$ cat src/rtl/enc66_pkg.sv
package enc66_pkg;

    localparam int BODY_W  = 64;
    localparam int HDR_W   = 2;
    localparam int WORD_W  = BODY_W + HDR_W;
    localparam int STATE_W = 58;
    localparam int TAP_LO  = 38;
    localparam int TAP_HI  = 57;

    typedef enum logic {
        SLOT_EMPTY = 1'b0,
        SLOT_FULL  = 1'b1
    } slot_state_e;

    // Header values as stored in out_word[1:0]; bit 0 goes on the line first.
    localparam logic [HDR_W-1:0] HDR_PAYLOAD = 2'b10;
    localparam logic [HDR_W-1:0] HDR_CONTROL = 2'b01;

    function automatic logic [HDR_W-1:0] pick_header(input logic is_ctrl);
        return is_ctrl ? HDR_CONTROL : HDR_PAYLOAD;
    endfunction

endpackage

$ cat src/rtl/enc66_scrambler.sv
module enc66_scrambler #(
    parameter int          DATA_W  = 64,
    parameter int          STATE_W = 58,
    parameter int          TAP_LO  = 38,
    parameter int          TAP_HI  = 57,
    parameter logic [57:0] SEED    = 58'h155_5555_5555_5555
) (
    input  logic              clk,
    input  logic              rst,
    input  logic              advance,
    input  logic [DATA_W-1:0] din,
    output logic [DATA_W-1:0] dout
);

    logic [STATE_W-1:0] state_q;
    logic [STATE_W-1:0] state_d;

    // Unrolled serial recurrence, LSB first.
    always_comb begin
        logic [STATE_W-1:0] walk;
        logic               bit_out;
        walk = state_q;
        dout = '0;
        for (int i = 0; i < DATA_W; i++) begin
            bit_out = din[i] ^ walk[TAP_LO] ^ walk[TAP_HI];
            dout[i] = bit_out;
            walk    = {walk[STATE_W-2:0], bit_out};
        end
        state_d = walk;
    end

    always_ff @(posedge clk) begin
        if (rst) begin
            state_q <= SEED[STATE_W-1:0];
        end else if (advance) begin
            state_q <= state_d;
        end
    end

endmodule

$ cat src/rtl/enc66_framer.sv
module enc66_framer
    import enc66_pkg::*;
(
    input  logic              is_ctrl,
    input  logic [BODY_W-1:0] body,
    output logic [WORD_W-1:0] word
);

    always_comb begin
        word = {body, pick_header(is_ctrl)};
    end

endmodule

$ cat src/rtl/enc66_slot_ctrl.sv
module enc66_slot_ctrl
    import enc66_pkg::*;
(
    input  logic clk,
    input  logic rst,
    input  logic in_valid,
    input  logic out_ready,
    output logic in_ready,
    output logic out_valid,
    output logic load
);

    slot_state_e state_q;
    slot_state_e state_d;

    // State register process.
    always_ff @(posedge clk) begin
        if (rst) begin
            state_q <= SLOT_EMPTY;
        end else begin
            state_q <= state_d;
        end
    end

    // Outputs and next-state process.
    always_comb begin
        in_ready  = 1'b0;
        out_valid = 1'b0;
        load      = 1'b0;
        state_d   = state_q;
        unique case (state_q)
            SLOT_EMPTY: begin
                in_ready = 1'b1;
                if (in_valid) begin          // LOAD
                    load    = 1'b1;
                    state_d = SLOT_FULL;
                end
            end
            SLOT_FULL: begin
                out_valid = 1'b1;
                in_ready  = out_ready;
                if (out_ready && in_valid) begin        // PASS
                    load    = 1'b1;
                    state_d = SLOT_FULL;
                end else if (out_ready) begin           // DRAIN
                    state_d = SLOT_EMPTY;
                end else begin                          // HOLD
                    state_d = SLOT_FULL;
                end
            end
            default: state_d = SLOT_EMPTY;
        endcase
    end

endmodule

$ cat src/rtl/enc66_tx.sv
module enc66_tx
    import enc66_pkg::*;
#(
    parameter logic [STATE_W-1:0] SEED = 58'h155_5555_5555_5555
) (
    input  logic              clk,
    input  logic              rst,
    input  logic              in_valid,
    output logic              in_ready,
    input  logic              in_ctrl,
    input  logic [BODY_W-1:0] in_data,
    output logic              out_valid,
    input  logic              out_ready,
    output logic [WORD_W-1:0] out_word
);

    logic              load;
    logic [BODY_W-1:0] body_scr;
    logic [WORD_W-1:0] word_next;
    logic [WORD_W-1:0] word_q;

    enc66_slot_ctrl u_ctrl (
        .clk       (clk),
        .rst       (rst),
        .in_valid  (in_valid),
        .out_ready (out_ready),
        .in_ready  (in_ready),
        .out_valid (out_valid),
        .load      (load)
    );

    enc66_scrambler #(
        .DATA_W  (BODY_W),
        .STATE_W (STATE_W),
        .TAP_LO  (TAP_LO),
        .TAP_HI  (TAP_HI),
        .SEED    (SEED)
    ) u_scr (
        .clk     (clk),
        .rst     (rst),
        .advance (load),
        .din     (in_data),
        .dout    (body_scr)
    );

    enc66_framer u_frame (
        .is_ctrl (in_ctrl),
        .body    (body_scr),
        .word    (word_next)
    );

    always_ff @(posedge clk) begin
        if (rst) begin
            word_q <= '0;
        end else if (load) begin
            word_q <= word_next;
        end
    end

    assign out_word = word_q;

endmodule

$ cat config.mk
export PLATFORM = sky130hd
export DESIGN_NAME = enc66_tx
export DESIGN_NICKNAME = d
export VERILOG_FILES = /design/src/rtl/enc66_pkg.sv /design/src/rtl/enc66_scrambler.sv /design/src/rtl/enc66_framer.sv /design/src/rtl/enc66_slot_ctrl.sv /design/src/rtl/enc66_tx.sv
export SDC_FILE = /design/constraint.sdc
export NUM_CORES = 1
export LEC_CHECK = 0
export BUFFER_PORTS_ARGS = -buffer_cell sky130_fd_sc_hd__buf_2
export CAP_MARGIN = 0
export CORE_UTILIZATION = 45
export DETAILED_ROUTE_END_ITERATION = 10
export PLACE_DENSITY = 0.82
export SKIP_LAST_GASP = 1
export SYNTH_ARGS = -nofsm -noshare
export SYNTH_HDL_FRONTEND = slang
export SYNTH_SLANG_ARGS = --single-unit
$ cat constraint.sdc
create_clock -name clk -period 1.5 [get_ports clk]
set_clock_uncertainty 0.1 [all_clocks]
set_input_delay 0 -clock clk [delete_from_list [all_inputs] [get_ports clk]]
set_output_delay 0 -clock clk [all_outputs]
set_load 0.02 [all_outputs]
==> reports/qor.yml <==
status: "complete, no violations"
layout_setup_ws_ns: 0.0147
routed-via-count: 4067
drcViolationCount: 0
synth_area_leaders: "dfxtp_1 (41%), xnor2_1 (16%), a21oi_1 (7.9%)"
routed_wl_um: 13200
grt_pass1_wl_um: 20300
synth.yosys.seq_area_share: 0.414
synth.distinct_cells: 23
worst_pin_slew_ns: 0.373
dieWidth_um: 104
final_net_count: 737
maxSlewHeadroom: 0.751
pre_cts_slack_ns: -0.0539
via_per_inst: 5.05
routabilityCongestion: 0.851
synth.ff_latch_count: 96
power.density_nw_per_um2: 1330
finalInstanceArea_um2: 5980
synth_nets: 589
fin_total_pwr_mw: 7.92
crit_required_ns: 1.68
setup_violations: 0
grt_pass1_vias: 4018
dpl.hpwl_um: 9580
grt_use_total: 0.242
hold_violations: 0
critPathKind: "flop to flop"
synthCells: 520
initial_core_util: 0.471
die_y_um: 104
rsz0062_at_grt: "yes"
grt_overflow: 0
synth_top_area_cell: "dfxtp_1"
drt_iter0_drc: 215
hold_path_class: "primary input to flop"
r2r-start: "u_scr.state_q[28]$_SDFFE_PP1P_"
ctsLongestPathBuffers: 2
cts_tree: "yes"
fin_util: 0.606
arrival_ns: 1.66
antenna_left: 0
placedInstanceArea_um2: 5380
dieArea_um2: 10700
cts_root_buffer: "clkbuf_8"
ir_drop_mv: 0.572
wl_per_cell_um: 16.4
holdCritStartpoint: "rst"
antenna_found_initial: 0
core_um2: 9860
max_freq_mhz: 673
hold_slack_ns: 0.00655
slew_viol_final: 0
syn_avg_cell_area_um2: 8.93
areaGrowthSynthToFinish_pct: 28.8
end_kind: "flop"
drive_above_1_share: 0.291
clock_sinks: 96
final_cell_mix: "buf_2 (135), dfxtp_1 (93), nand2_1 (90), xnor2_1 (82), a21oi_1 (73)"
clk_pin_slew_ns: 0.09
numCtsBuffers: 9
dr.pass1.iters: 5
synth.cell_area_um2: 4640
portBuffers: 136
io_pins: 137
cp_max_fo: 3
rows: 36
grt_max_degree: 97
p_leak_nw: 2.60
fin_crit_sh: 0.990
final_common_cell: "buf_2"
startpoint: "u_scr.state_q[28]$_SDFFE_PP1P_"
cts_max_level: 3
drv_cap: 0
fin_crit_ns: 1.49
yosysTopAreaCellShare: 0.414
clk_latency_ns: 0.36
yosysWarnings: 0
crit_path_start_kind: "flop"
-- path summary, 6_finish.rpt --
check                                            endpoint  slack (ns)  cells after the start
worst max register to register  out_word[12]$_SDFFE_PP0P_        0.01                      3
worst min-delay path            out_word[64]$_SDFFE_PP0P_       0.007                      4
worst max-delay path            out_word[12]$_SDFFE_PP0P_        0.01                      3
worst min register to register   out_word[1]$_SDFFE_PP0P_        0.35                      2
-- critical path, cell delays in order (launching register included) --
cell and delay, ns:
dfxtp_1 0.40, xnor3_1 0.38, or3_1 0.34, a21oi_1 0.19
-- metal layers --
metal	GRT usage	up-vias	part of all wire
li1	-	1958	-
met1	0.292	1942	0.41
met2	0.428	153	0.51
met3	0.0396	14	0.066
met4	0.0983	0	0.014
met5	0	-	0
-- synthesized netlist by cell type --
cell type and n:
nand2_1 90, xnor2_1 84, or2_2 2, buf_6 2, buf_4 30, or3_1 10
clkbuf_1 14, inv_2 1, nor2_1 1, nand3b_1 19, nor2b_2 1, nand2_2 1
inv_1 1, or3_4 1, buf_2 12, a21oi_1 73, o21ai_0 35, nand2b_1 6
nand3_1 1, nor2b_1 5, dfxtp_1 96, xnor3_1 8, xor2_1 27
-- per-stage QoR --
stage	setup TNS, ns	std cells
4_1_cts	0	801
6_report	0	805
3_5_place_dp	-0.0539	757
5_1_grt	-0.176	804
2_1_floorplan	0	520
3_3_place_gp	-0.00259	757
-- kinds of logic after synthesis --
kind of cell           after synthesis  share of synthesized area
buffers and inverters               60                     0.0792
AO/OA/AOI/OAI                      108                      0.116
AND/OR/NAND/NOR                    137                      0.142
XOR/XNOR                           119                      0.248
flip-flops                          96                      0.414
-- flip-flops by register name, summed over array words and instances (netlist names) --
| name | flops |
|---|---|
| out_word | 66 |
| u_scr.state_q | 29 |
| u_ctrl.state_q | 1 |
-- power by group --
part           switching (mW)  internal [mW]
Combinational            1.48           1.32
Sequential              0.359           2.92
Clock                   0.872          0.962
Total                    2.71           5.21
-- cell type report --
class                   count  area (um2)
fillers                   837        3890
well taps                 133         166
clock buffers              10         138
flip-flops and latches     96        1930
clock inverters             4        70.1
diodes                      1        2.50
inverters                   2        7.51
repair buffers            195        1260
multi-input cells         364        2400
-- timing repair --
action                     4_1_cts  5_1_grt
setup endpoints to repair        1       21
buffers inserted                 1        1
gates cloned                     0        1
hold endpoints to repair        38        1
resized for setup                1       11
pin swaps                        1        6
hold buffers                    29        1
Note: power is estimated with default switching activity, not from simulation.
